## config.mk

```make
export PLATFORM = sky130hd
export DESIGN_NAME = hook_watch
export DESIGN_NICKNAME = d
export VERILOG_FILES = /design/src/rtl/hook_watch_pkg.sv /design/src/rtl/hook_watch_ctrl.sv /design/src/rtl/hook_watch_chan.sv /design/src/rtl/hook_watch_dp.sv /design/src/rtl/hook_watch.sv
export SDC_FILE = /design/constraint.sdc
export NUM_CORES = 1
export LEC_CHECK = 0
export ABC_AREA = 0
export CORE_UTILIZATION = 30
export DETAILED_ROUTE_END_ITERATION = 12
export GPL_TIMING_DRIVEN = 0
export PLACE_DENSITY_LB_ADDON = 0.3
export SLEW_MARGIN = 15
export SYNTH_ARGS = -nofsm -noshare
export SYNTH_HDL_FRONTEND = slang
export SYNTH_SLANG_ARGS = --single-unit
```

## constraint.sdc

```tcl
create_clock -name clk -period 5.72 [get_ports clk]
set_input_delay 1.144 -clock clk [delete_from_list [all_inputs] [get_ports clk]]
set_output_delay 1.144 -clock clk [all_outputs]
set_load 0.03 [all_outputs]
```

## src/rtl/hook_watch_pkg.sv

```systemverilog
package hook_watch_pkg;
  localparam int CUR_W = 8;
  localparam int DATA_W = 8;
  localparam int ADDR_W = 3;
  localparam int DB_W = 4;
  localparam int DEF_ON = 70;
  localparam int DEF_HYST = 20;
  localparam int WORD_MAX = 200;

  typedef enum logic [ADDR_W-1:0] {
    REG_SRC  = 3'd0,
    REG_ON   = 3'd1,
    REG_HYST = 3'd2,
    REG_DBNC = 3'd3,
    REG_MASK = 3'd4,
    REG_CLR  = 3'd5
  } regAddr_t;

  typedef struct packed {
    logic             tick;
    logic             clrStb;
    logic [CUR_W-1:0] onLevel;
    logic [CUR_W-1:0] offLevel;
    logic [DB_W-1:0]  dbLimit;
  } ctrlStrobe_t;
endpackage

```

## src/rtl/hook_watch_ctrl.sv

```systemverilog
module hook_watch_ctrl
  import hook_watch_pkg::*;
(
  input  logic              clk,
  input  logic              rstN,
  input  logic              frameTick,
  input  logic              wrEn,
  input  logic [ADDR_W-1:0] wrAddr,
  input  logic [DATA_W-1:0] wrData,
  output ctrlStrobe_t       strb,
  output logic              maskOn
);
  logic             useDefault;
  logic [CUR_W-1:0] onWord;
  logic [CUR_W-1:0] hystWord;
  logic [DB_W-1:0]  dbField;
  logic [CUR_W-1:0] onEff;
  logic [CUR_W-1:0] hystEff;

  function automatic logic [CUR_W-1:0] satWord(input logic [DATA_W-1:0] v);
    return (v > DATA_W'(WORD_MAX)) ? CUR_W'(WORD_MAX) : CUR_W'(v);
  endfunction

  always_ff @(posedge clk) begin
    if (!rstN) begin
      useDefault <= 1'b1;
      onWord     <= '0;
      hystWord   <= '0;
      dbField    <= '0;
      maskOn     <= 1'b0;
    end else if (wrEn) begin
      case (regAddr_t'(wrAddr))
        REG_SRC:  useDefault <= wrData[0];
        REG_ON:   onWord     <= satWord(wrData);
        REG_HYST: hystWord   <= satWord(wrData);
        REG_DBNC: dbField    <= wrData[DB_W-1:0];
        REG_MASK: maskOn     <= wrData[0];
        default:  ;
      endcase
    end
  end

  always_comb begin
    onEff   = useDefault ? CUR_W'(DEF_ON) : onWord;
    hystEff = useDefault ? CUR_W'(DEF_HYST) : hystWord;
    strb.tick     = frameTick;
    strb.clrStb   = wrEn && (regAddr_t'(wrAddr) == REG_CLR);
    strb.onLevel  = onEff;
    strb.offLevel = (onEff > hystEff) ? (onEff - hystEff) : '0;
    strb.dbLimit  = dbField;
  end
endmodule

```

## src/rtl/hook_watch_chan.sv

```systemverilog
module hook_watch_chan #(
  parameter int CUR_W = 8,
  parameter int DB_W  = 4
) (
  input  logic             clk,
  input  logic             rstN,
  input  logic             tick,
  input  logic [CUR_W-1:0] sample,
  input  logic [CUR_W-1:0] onLevel,
  input  logic [CUR_W-1:0] offLevel,
  input  logic [DB_W-1:0]  dbLimit,
  output logic             hookState,
  output logic             changed
);
  logic            rawHk;
  logic            rawNow;
  logic            disagree;
  logic            hit;
  logic [DB_W-1:0] cnt;

  always_comb begin
    rawNow   = rawHk ? (sample >= offLevel) : (sample >= onLevel);
    disagree = rawNow != hookState;
    hit      = disagree && (cnt >= dbLimit);
    changed  = tick && hit;
  end

  always_ff @(posedge clk) begin
    if (!rstN) begin
      rawHk     <= 1'b0;
      hookState <= 1'b0;
      cnt       <= '0;
    end else if (tick) begin
      rawHk <= rawNow;
      if (hit) begin
        hookState <= rawNow;
        cnt       <= '0;
      end else if (disagree) begin
        cnt <= cnt + 1'b1;
      end else if (cnt != '0) begin
        cnt <= cnt - 1'b1;
      end
    end
  end
endmodule

```

## src/rtl/hook_watch_dp.sv

```systemverilog
module hook_watch_dp
  import hook_watch_pkg::*;
#(
  parameter int NCH = 4
) (
  input  logic                 clk,
  input  logic                 rstN,
  input  ctrlStrobe_t          strb,
  input  logic                 maskOn,
  input  logic [NCH*CUR_W-1:0] loopCur,
  input  logic [NCH-1:0]       clrBits,
  output logic [NCH-1:0]       hookStatus,
  output logic [NCH-1:0]       irqFlags,
  output logic                 irq
);
  logic [NCH-1:0] changedVec;
  logic [NCH-1:0] clrVec;

  for (genvar n = 0; n < NCH; n++) begin : gChan
    hook_watch_chan #(.CUR_W(CUR_W), .DB_W(DB_W)) uChan (
      .clk      (clk),
      .rstN     (rstN),
      .tick     (strb.tick),
      .sample   (loopCur[n*CUR_W +: CUR_W]),
      .onLevel  (strb.onLevel),
      .offLevel (strb.offLevel),
      .dbLimit  (strb.dbLimit),
      .hookState(hookStatus[n]),
      .changed  (changedVec[n])
    );
  end

  assign clrVec = strb.clrStb ? clrBits : '0;

  always_ff @(posedge clk) begin
    if (!rstN) irqFlags <= '0;
    else       irqFlags <= (irqFlags & ~clrVec) | changedVec;
  end

  assign irq = (|irqFlags) && !maskOn;
endmodule

```

## src/rtl/hook_watch.sv

```systemverilog
module hook_watch
  import hook_watch_pkg::*;
#(
  parameter int NCH = 4
) (
  input  logic                 clk,
  input  logic                 rstN,
  input  logic                 frameTick,
  input  logic [NCH*CUR_W-1:0] loopCur,
  input  logic                 wrEn,
  input  logic [ADDR_W-1:0]    wrAddr,
  input  logic [DATA_W-1:0]    wrData,
  output logic [NCH-1:0]       hookStatus,
  output logic [NCH-1:0]       irqFlags,
  output logic                 irq
);
  ctrlStrobe_t strb;
  logic        maskOn;

  hook_watch_ctrl uCtrl (
    .clk      (clk),
    .rstN     (rstN),
    .frameTick(frameTick),
    .wrEn     (wrEn),
    .wrAddr   (wrAddr),
    .wrData   (wrData),
    .strb     (strb),
    .maskOn   (maskOn)
  );

  hook_watch_dp #(.NCH(NCH)) uDp (
    .clk       (clk),
    .rstN      (rstN),
    .strb      (strb),
    .maskOn    (maskOn),
    .loopCur   (loopCur),
    .clrBits   (wrData[NCH-1:0]),
    .hookStatus(hookStatus),
    .irqFlags  (irqFlags),
    .irq       (irq)
  );
endmodule

```

==> key figures <==
Status
  • Outcome: completed

Placed design
  • GP Congestion: approximately 0.85
  • Port buffer count: 54
  • Placement Cell Area: approximately 5400 sq um
  • Post-DP HPWL: a little under 10000 microns

Power
  • Leakage power: 2.41 nW
  • Max VDD drop: 0.000118 V
  • Power, Total: 1.14 mW
  • Pwr dens: 199 nW/um^2

Logic synthesis
  • Ys Warns: 0
  • Cell accounting for the most synthesized area: ha_1
  • Seq/Total Area, Yosys: 0.215
  • Cell count after synthesis: approximately 530
  • Syn_nets: 669
  • Synthesized area per cell: roughly 8.9 sq um
  • Mapped Area: roughly 4700 sq um
  • Top-area cell type share of the netlist area: 0.245
  • Number of synthesized register bits: 50
  • Top FF cell, synth: dfxtp_1
  • Netlist cell types: between 60 and 70
  • Asr flop ratio synth: 0
  • EDFF count, synth: 0
  • Top cells by area, synth: ha_1 (24%), dfxtp_1 (21%), mux2i_1 (6.0%)

Job
  • Max-Cap Viols: 0

Timing
  • Final period utilization: 0.973
  • RSZ-0062 raised after global routing: yes
  • Slew of the pin with the lowest slew margin: slightly above 0.9 ns
  • F_max: approximately 180 MHz
  • Worst rel slew slack: 0.393
  • Fin. max-slew vios: 0
  • Min Tclk post-route: 5.57 ns
  • Fin. Hold Viols: 0
  • Hold WS: between 0.5 and 0.6 ns
  • Max Clock Skew: around 0.0063 ns
  • Final setup fails: 0

Setup path
  • Reg-to-reg slack, setup: approximately 0.15 ns
  • Worst path arrival time: 5.76 ns
  • CP max stage delay: ~0.52 ns
  • Slowest stage cell, crit path: or4_1
  • Reg-to-Reg End: uDp.gChan[2].uChan.cnt[3]
  • CP Max Fanout: 10
  • Setup CP Type: reg2reg
  • Worst R2R Path Depth: 27
  • Crit path buf inv count: 4
  • Startpoint types: register
  • Reg-to-reg startpoint: uCtrl.useDefault
  • Family with the most delay on the worst path: simple AND/OR/NAND/NOR gates
  • CP Capture Type: register
  • Worst EP required: 5.92 ns

Final layout
  • Multi-input gate area: 3560 sq um
  • Nets@finish: 736
  • # diodes: 0
  • Fraction of layout cells with a size suffix above 1: 0.0690
  • Storage element area: around 1000 sq um
  • Cell area after layout: about 5700 sq um
  • Layout Utilization: 0.377
  • Commonest non-fill, non-tap cell in the layout: ha_1
  • Most frequent cells in the layout: ha_1 (91), clkdlybuf4s50_1 (54), dfxtp_1 (49)
  • Area Growth Syn to Fin: 22.6%
  • Fillers: 1473

Global routing
  • Vias in the first global route: roughly 4000
  • Antenna violations before repair: 0
  • Gr usage total: 0.156
  • First-pass GRT wire length: 20100 microns
  • Largest net degree at the start of global routing: 17
  • Residual overflow from global routing: 0

Routing
  • Drt via density: 5.21
  • Vias: about 4100
  • Mean routed wirelength per cell: approximately 16 microns
  • DR iter-0 viols: about 150
  • DRC violations left: 0
  • WL final: 12100 microns
  • Final ANT Viol Nets: 0
  • 1st-pass router iterations: 4

Floorplanning
  • Die width: between 100 and 150 microns
  • DIE HEIGHT: between 100 and 150 microns
  • Die ar.: roughly 16000 sq um
  • Core area: 15100 sq um
  • IO Pins: 56
  • Initial core utilization: 0.307
  • Site Rows: 45

Clocking
  • Num CTS Buffers: 5
  • CTS root buffer: clkbuf_16
  • TritonCTS clock tree: yes
  • Clock Latency Late Sink: approximately 0.29 ns
  • CTS Hold Buffers Added: 0
  • Htree depth: 2
  • CTS clk-pin slew, worst paths: about 0.07 ns
  • Clk buf depth: 2
  • Clk sinks: 50

Hold path
  • Hold depth: 2
  • HP Start: uCtrl.hystWord[0]
  • Worst hold endpoint: uCtrl.hystWord[0]
  • Hold WC Path Type: reg2reg
area by class of cell:
class	count	area share
clock buffer	5	0.0219
clock inverter	3	0.00373
buffer	15	0.0145
multi-input combinational	436	0.624
inverter	25	0.0164
sequential	50	0.176
timing repair buffer	60	0.103
tap	188	0.0412
cells in the mapped netlist (all sizes together) (3+ instances only):
library cell / n
xnor2: 11
a21o: 14
inv: 25
a21oi: 24
nor2b: 40
nor4: 5
nand3b: 7
o211ai: 3
nand2: 38
nor2: 23
fa: 5
o21ai: 28
nand3: 9
and2: 7
nand2b: 24
a22oi: 3
o31ai: 4
a211o: 3
xor2: 5
clkbuf: 10
ha: 91
a21boi: 3
mux2i: 28
nor3: 7
o21a: 6
buf: 5
mux2: 3
dfxtp: 50
a31oi: 3
sequential cells by signal, indices dropped and copies added (netlist names):
signal	count
uDp.gChan.uChan.cnt	16
uCtrl.hystWord	8
uCtrl.onWord	8
uCtrl.dbField	4
uDp.gChan.uChan.hookState	4
uDp.gChan.uChan.rawHk	4
uDp.irqFlags	4
uCtrl.maskOn	1
uCtrl.useDefault	1
where the power goes:
| part | switching, mW | total, mW | internal, mW |
|---|---|---|---|
| clock | 0.135 | 0.297 | 0.162 |
| sequential | 0.0391 | 0.418 | 0.379 |
| combinational | 0.218 | 0.422 | 0.205 |
| total | 0.392 | 1.14 | 0.746 |
metal layers:
metal,up-vias,part of all wire,global-route usage
met5,-,0,0
met4,0,0.010,0.0283
met3,12,0.038,0.0215
met2,76,0.47,0.277
met1,1931,0.48,0.201
li1,2057,-,-
per-stage QoR:
stage / setup TNS, ns / cells / setup WS [ns]
after floorplan: 0 / 526 / 0.294
after global placement: -2.37 / 768 / -0.702
after detailed placement: -2.88 / 768 / -0.799
after global routing: -0.0879 / 782 / -0.0879
final: 0 / 782 / 0.155
after CTS: 0 / 779 / 0.00230
kinds of logic (layout without fill, tap and decap cells):
logic type | Yosys count | count (layout) | share of synthesized area
and+or+nand+nor | 173 | 173 | 0.202
AOI/OAI and AO/OA | 120 | 120 | 0.182
adders and majority gates | 96 | 96 | 0.266
DFF | 50 | 50 | 0.215
buffers and inverters | 40 | 108 | 0.0355
muxes | 31 | 31 | 0.0675
xor gates and xnor gates | 16 | 16 | 0.0317
tightest hold or removal path: cells and delay by family, from the launching register on:
kind	cells	cell delay, ns
DFF	1	0.33
and+or+nand+nor	1	0.09
muxes	1	0.06
worst max path at each step:
stage | start | to | slack [ns] | cells after the start
after floorplan | uCtrl.useDefault | uDp.gChan[2].uChan.cnt[3] | 0.29 | 28
after global placement | uCtrl.useDefault | uDp.gChan[2].uChan.cnt[3] | -0.70 | 28
after detailed placement | uCtrl.useDefault | uDp.gChan[2].uChan.cnt[3] | -0.80 | 27
after CTS | uCtrl.useDefault | uDp.gChan[2].uChan.cnt[3] | 0.002 | 28
after global routing | uCtrl.useDefault | uDp.gChan[2].uChan.cnt[3] | -0.09 | 29
final | uCtrl.useDefault | uDp.gChan[2].uChan.cnt[3] | 0.15 | 27
timing repair:
| action | in CTS | in global routing |
|---|---|---|
| gates resized for setup | 11 | 13 |
| pin swaps | 2 | 3 |
| buffers inserted | 3 | 3 |
| endpoints found under the setup margin | 11 | 4 |
Power figures use the tool's default switching activity.
